## src/rtl/burst_chan_sched.sv

```systemverilog
module burst_chan_sched #(
  parameter int NCH  = 4,
  parameter int TW   = 12,
  parameter int OFFW = 5,
  parameter int LENW = 4,
  localparam int CW  = $clog2(NCH)
) (
  input  logic            clk,
  input  logic            rst_n,
  input  logic [TW-1:0]   slot_now,
  input  logic            req_valid,
  output logic            req_ready,
  input  logic [TW-1:0]   req_ts,
  input  logic [OFFW-1:0] req_off,
  input  logic [LENW-1:0] req_len,
  input  logic            req_prio,
  output logic            dec_valid,
  output logic            dec_accept,
  output logic            dec_drop,
  output logic [CW-1:0]   dec_chan,
  output logic            dec_preempt,
  output logic            hdr_valid,
  output logic [TW-1:0]   hdr_off,
  output logic [LENW-1:0] hdr_len,
  output logic            hdr_prio
);

  logic [TW-1:0]   hz [NCH];
  logic [TW-1:0]   ph [NCH];
  logic [TW-1:0]   rs [NCH];
  logic [LENW-1:0] rl [NCH];
  logic [NCH-1:0]  rp;

  logic [TW-1:0]   eh [NCH];
  logic [NCH-1:0]  fr, cand;

  logic [TW-1:0] st, en;
  assign st = req_ts + TW'(req_off);
  assign en = st + TW'(req_len);

  for (genvar i = 0; i < NCH; i++) begin : g_ch
    assign eh[i]   = (hz[i] <= slot_now) ? '0 : hz[i];
    assign fr[i]   = eh[i] <= st;
    assign cand[i] = !rp[i] && (hz[i] > slot_now) && (rs[i] > slot_now) && (ph[i] <= st);
  end

  logic            f_ok, c_ok;
  logic [CW-1:0]   f_idx, c_idx;
  logic [TW-1:0]   f_h;
  logic [LENW-1:0] c_len;

  always_comb begin
    f_ok = 1'b0; f_idx = '0; f_h = '0;
    c_ok = 1'b0; c_idx = '0; c_len = '1;
    for (int i = 0; i < NCH; i++) begin
      if (fr[i] && (!f_ok || eh[i] > f_h)) begin
        f_ok = 1'b1; f_idx = CW'(i); f_h = eh[i];
      end
      if (cand[i] && (!c_ok || rl[i] < c_len)) begin
        c_ok = 1'b1; c_idx = CW'(i); c_len = rl[i];
      end
    end
  end

  logic bad, pre, acc, fire, take;
  logic [CW-1:0] sel;
  assign bad  = (req_len == '0) || (st < slot_now);
  assign pre  = !bad && !f_ok && req_prio && c_ok;
  assign acc  = !bad && (f_ok || pre);
  assign sel  = f_ok ? f_idx : c_idx;
  assign fire = req_valid && req_ready;
  assign take = fire && acc;

  always_ff @(posedge clk or negedge rst_n) begin
    if (!rst_n) begin
      req_ready   <= 1'b0;
      dec_valid   <= 1'b0;
      dec_accept  <= 1'b0;
      dec_drop    <= 1'b0;
      dec_chan    <= '0;
      dec_preempt <= 1'b0;
      hdr_valid   <= 1'b0;
      hdr_off     <= '0;
      hdr_len     <= '0;
      hdr_prio    <= 1'b0;
      rp          <= '0;
      for (int i = 0; i < NCH; i++) begin
        hz[i] <= '0; ph[i] <= '0; rs[i] <= '0; rl[i] <= '0;
      end
    end else begin
      req_ready   <= 1'b1;
      dec_valid   <= fire;
      dec_accept  <= take;
      dec_drop    <= fire && !acc;
      dec_preempt <= fire && pre;
      dec_chan    <= take ? sel : '0;
      hdr_valid   <= take;
      hdr_off     <= take ? st - slot_now : '0;
      hdr_len     <= take ? req_len : '0;
      hdr_prio    <= take && req_prio;
      if (take) begin
        if (!pre) ph[sel] <= hz[sel];
        hz[sel] <= en;
        rs[sel] <= st;
        rl[sel] <= req_len;
        rp[sel] <= req_prio;
      end
    end
  end

endmodule


```

## config.mk

```make
export PLATFORM = sky130hd
export DESIGN_NAME = burst_chan_sched
export DESIGN_NICKNAME = d
export VERILOG_FILES = /design/src/rtl/burst_chan_sched.sv
export SDC_FILE = /design/constraint.sdc
export NUM_CORES = 1
export LEC_CHECK = 0
export BUFFER_PORTS_ARGS = -buffer_cell sky130_fd_sc_hd__buf_2
export CAP_MARGIN = 15
export CORE_MARGIN = 5
export CORE_UTILIZATION = 35
export DETAILED_ROUTE_END_ITERATION = 10
export PLACE_DENSITY = 0.5
export SLEW_MARGIN = 20
export SYNTH_ARGS = -nofsm -noshare
export SYNTH_HDL_FRONTEND = slang
export SYNTH_SLANG_ARGS = --single-unit
```

## constraint.sdc

```tcl
create_clock -name clk -period 13.95 [get_ports clk]
set_clock_uncertainty 0.15 [all_clocks]
set_input_delay 1.395 -clock clk [delete_from_list [all_inputs] [get_ports clk]]
set_output_delay 1.395 -clock clk [all_outputs]
set_load 0.01 [all_outputs]
```

# Yosys cells after proc, flatten, opt, wreduce, memory -nomap -nowiden
# Cells that the tools add are included.
# W data, S select, Z words.
dict set report word_totals {
  ff_bits 188
  in_bits 37
  word_cells 156
  output_inout_bits 25
}
dict set report classes {
  addsub 3
  muxes 42
  reduce_logical 52
  n_lt_le_gt_ge 31
  bitwise 2
}
# op n
set ops {}
lappend ops {{$bwmux W48} 3}
lappend ops {{$le A12 B12 Y1} 12}
lappend ops {{$gt A12 B12 Y1} 11}
lappend ops {{$mux W12} 11}
lappend ops {{$logic_and A1 B1 Y1} 29}
lappend ops {{$bmux W12 S2} 1}
lappend ops {{$demux W12 S2} 1}
lappend ops {{$mux W4} 5}
lappend ops {{$bwmux W16} 1}
lappend ops {{$logic_not A1 Y1} 13}
lappend ops {{$add A12 B4 Y12} 1}
lappend ops {{$add A12 B5 Y12} 1}
lappend ops {{$lt A12 B12 Y1} 1}
lappend ops {{$lt A4 B4 Y1} 3}
lappend ops {{$mux W2} 6}
lappend ops {{$sub A12 B12 Y12} 1}
lappend ops {{$mux W1} 11}
lappend ops {{$demux W4 S2} 1}
lappend ops {{$logic_or A1 B1 Y1} 8}
lappend ops {{$bwmux W4} 1}
lappend ops {{$logic_not A4 Y1} 1}
lappend ops {{$ge A3 B3 Y1 const B} 1}
lappend ops {{$lt A2 B3 Y1 const B} 1}
lappend ops {{$lt A3 B1 Y1 const B} 1}
lappend ops {{5 further kinds} 5}

# Logic depth before layout (Yosys ltp)
dict set report logic_depth {
  ltp_word 24
  mapped_depth 56
  ltp_nobuf 50
}

# Worst setup path after synthesis
# Ideal clock, no wire load.
dict set report synth_path {
  path_kind {in2reg}
  from {input req_ts[0]}
  to {register rs[30] (netlist name)}
  stages 50
  setup_time_ps 125
  slack_ps 2470
  arrival_ps 11205
  n_path_buf 6
  cell_sequence {ha_1 -> inv_1 -> fa_1 -> nor2b_1 -> o21ai_0 -> a21oi_1 -> o21ai_0 -> inv_1 -> and3_1 -> xor2_1 -> inv_1 -> ha_1 -> nand2_1 -> or3_1 -> o21ai_2 -> and2_1 -> clkbuf_1 -> buf_1 -> [14 not listed] -> or2_2 -> a31o_2 -> a21boi_0 -> nor2_1 -> clkbuf_1 -> mux2_2 -> ha_1 -> nand4_1 -> or2_2 -> a31oi_1 -> a32oi_1 -> and2_4 -> a211o_2 -> and4b_1 -> a21oi_2 -> buf_6 -> buf_12 -> mux2_4}
}
dict set report synth_via {
  elab_chain_len 23
}
# item line
set synth_rtl {}
lappend synth_rtl {{start: declaration} 13} ;# input logic [TW-1:0] req_ts,
lappend synth_rtl {{$add A12 B5 Y12 *} 38} ;# assign st = req_ts + TW'(req_off);
lappend synth_rtl {{named net st[10]} 37} ;# logic [TW-1:0] st, en;
lappend synth_rtl {{branches (longest 22 deep; another with $le A12 B12 Y1)} --}
lappend synth_rtl {{end signal: indexed assignment} 104} ;# rs[sel] <= st;
lappend synth_rtl {{end: declaration} 30} ;# logic [TW-1:0] rs [NCH];
# Mark *: on every way through the listed nets, which the timed path passes.
# A chain may end at the register's enable or synchronous reset.

# Worst setup path after layout
dict set report layout_path {
  from {input req_ts[1]}
  to {register hz[28] (netlist name)}
}
dict set report layout_via {
  elab_chain_len 23
}
# item line
set layout_rtl {}
lappend layout_rtl {{$add A12 B5 Y12 *} 38}
lappend layout_rtl {{named net st[7]} 37}
lappend layout_rtl {{branches (longest 22 deep; another with $le A12 B12 Y1)} --}
lappend layout_rtl {{end signal: indexed assignment} 103} ;# hz[sel] <= en;
lappend layout_rtl {{end: declaration} 28} ;# logic [TW-1:0] hz [NCH];
# Marked as above.

==> results.yml <==
sta:
  tightest_slew_ns: 0.993
  setup_slack_ns: 1.32
  hold_violations: 0
  rsz0062_at_grt: "false"
  post-route-period-util: 0.905
  hold_slack_ns: 0.349
  setup_viol: 0
  relSlewSlack: 0.338
  clock.fmax_ghz: 0.0792
  fin_tns_setup_ns: 0
  slew_violations: 0
  fin_crit_ns: 12.63
logic_synthesis:
  synth-edff-count: 0
  yosys-mux-area-fraction: 0.141
  async_flop_share: 1.00
  synth_seq_area_share: 0.327
  synth.top_cell.area_share: 0.327
  synth.area.top_cells: "dfrtp_1 33%, ha_1 22%, mux2_2 10%"
  yosys.area_share.simple: 0.119
  synth-seq-cells: 188
  syn_nets: 1664
  synthTopCellsByCount: "258 x ha_1, 188 x dfrtp_1, 134 x mux2_2, 92 x inv_1, 76 x a21oi_1"
  synth_xor_area_frac: 0.0140
  synth_top_family_by_area: "adder cells"
  synthCells: 1366
  yosysMostFrequentCell: "ha_1"
  synthAdderAreaFrac: 0.229
  syn_area_per_cell_um2: 10.5
  yosys.area.top_type: "dfrtp_1"
  synthFlopType: "dfrtp_1"
  yosysUniqueCellTypes: 83
  syn_area_um2: 14400
  yosys_warnings: 0
  synth_compound_area_frac: 0.132
run:
  maxCapViolations: 0
power_and_ir_drop:
  clock_power_share: 0.163
  ir_drop_uv: 264
  power_leakage_uw: 0.00838
  p_int_uw: 2000
  p_comb_frac: 0.571
  netSwitchingPower_uw: 1530
  p_per_area_nw_per_um2: 218
  seq_power_share: 0.265
  p_sw_frac: 0.432
critical_path:
  crit_type: "in -> reg"
  crit_path_end_kind: "flip-flop"
  cp_common_cell: "ha_1"
  crit_path_start_kind: "input port"
  cp_slowest_cell: "nor2_1"
  critPathMaxFanout: 22
  cp_top_family: "compound AO/OA/AOI/OAI gates"
  crit_path_max_incr_delay_ns: 0.78
  cp_num_buf_inv: 5
  cp.arrival_ns: 12.82
  critPathRequiredTime_ns: 14.14
floorplanning:
  core_um2: 40700
  pin_count: 62
  die_h_um: 213
  initial_core_util: 0.353
  die-area_um2: 45300
  die_x_um: 213
  row_count: 74
detailed_routing:
  drt-vias-per-instance: 5.53
  antenna_left: 0
  wl_per_cell_um: 22.8
  drt_iter0_drc: 648
  vias: 11101
  first_pass_iters: 5
  drc_errors: 0
  wl_um: 45600
global_route:
  grt_antenna_before_repair: 1
  globalRouteOverflowTotal: 0
  grt_pass1_vias: 11359
  grt_first_pass_wirelength_um: 69500
  grt_usage: 0.206
  grt_max_degree: 76
worst_hold_path:
  hold_class: "reg -> reg"
clock_network:
  cts.repair.resized: 0
  numCtsBuffers: 17
  clk_pin_slew_worst_paths_ns: 0.07
  clk_latency_ns: 0.46
  cts_root_buf: "clkbuf_16"
  cts_max_level: 4
  cts_buffer_depth: 2
  postCtsSetupBuffers: 0
  cts.hold.buffers_added: 0
  numClockSinks: 188
  cts_tree: "yes"
cells_and_area:
  diodes: 0
  drive_gt1_frac: 0.216
  syn_to_final_growth_pct: 12.7
  fillCellCount: 4027
  final_area_um2: 16200
  final-seq-area_um2: 4700
  nets: 1760
  multiInputGateArea_um2: 9160
placed_design:
  hpwl_um: 34100
  dpl_worst_slack_ns: 1.04
  gp_congestion: 0.901
  place_area_um2: 15500
  portBuffers: 61
outcome:
  status: "completed"
==> power groups by stage <==
stage	Sequential, µW	Clock, µW	Combinational, µW
6_report	937	576	2020
5_1_grt	960	608	2240
4_1_cts	937	588	2010
3_5_place_dp	947	0	1990
3_3_place_gp	947	0	1950
2_1_floorplan	858	0	1530
==> state kept, by name (all words and copies together) (netlist names) <==
signal and flops:
dec_chan 2, dec_preempt 1, hdr_prio 1, ph 48, hdr_valid 1, hz 48, rs 48, hdr_len 4
dec_valid 1, req_ready 1, dec_drop 1, rp 4, hdr_off 12, rl 16
==> worst reg2reg max path, delay by kind of cell (launching register included) <==
family	cells	cell delay [ns]
mux	2	0.78
fa+ha+maj	5	1.59
simple gates	10	3.06
compound gates	26	5.09
buf+inv	2	0.55
flops	1	0.56
==> logic make-up after synthesis <==
kind of cell,Yosys count
AOI/OAI and AO/OA,277
xor gates and xnor gates,23
adders and majority gates,261
buffers and inverters,121
DFF,188
muxes,175
other,1
and+or+nand+nor,320
==> routing by layer <==
layer | track usage | part of all wire | vias to the layer above
li1 | - | - | 5243
met1 | 0.271 | 0.45 | 5503
met2 | 0.339 | 0.47 | 272
met3 | 0.0410 | 0.049 | 83
met4 | 0.0748 | 0.034 | 0
met5 | 0 | 0 | -
==> final timing paths <==
kind / start / endpoint / slack (ns) / cells past startpoint
hold reg to reg: ph[12] / ph[12] / 0.35 / 2
min in group asynchronous: rst_n / ph[40] / 0.79 / 1
setup / recovery: req_ts[1] / hz[28] / 1.32 / 48
max in group asynchronous: rst_n / rs[28] / 11.32 / 2
hold / removal: ph[12] / ph[12] / 0.35 / 2
setup reg to reg: hz[45] / hz[28] / 2.02 / 45
==> metrics by stage <==
step                utilization  cells  total power [µW]
floorplan                     -   1366              2390
global placement          0.382   1975              2900
detailed placement        0.382   1975              2940
CTS                       0.398   2006              3530
global route              0.398   2006              3810
finish                    0.398   2006              3530
==> layout by cell type, fill, tap and decap left out, types with 42 or more instances in the layout <==
| cell type | n |
|---|---|
| buf_4 | 42 |
| a21oi_1 | 76 |
| mux2_2 | 134 |
| inv_1 | 92 |
| dfrtp_1 | 188 |
| nor2_1 | 59 |
| buf_2 | 60 |
| a21o_1 | 56 |
| nand2_1 | 67 |
| nand4_1 | 52 |
| ha_1 | 258 |
==> layout make-up <==
class | instances | area share
clock buffers | 19 | 0.0273
clock inverters | 12 | 0.0142
inverters | 93 | 0.0215
multi-input cells | 1057 | 0.565
flip-flops and latches | 188 | 0.290
well taps | 532 | 0.0410
repair buffers | 105 | 0.0413
No activity file was read; power rests on OpenSTA's default activity.
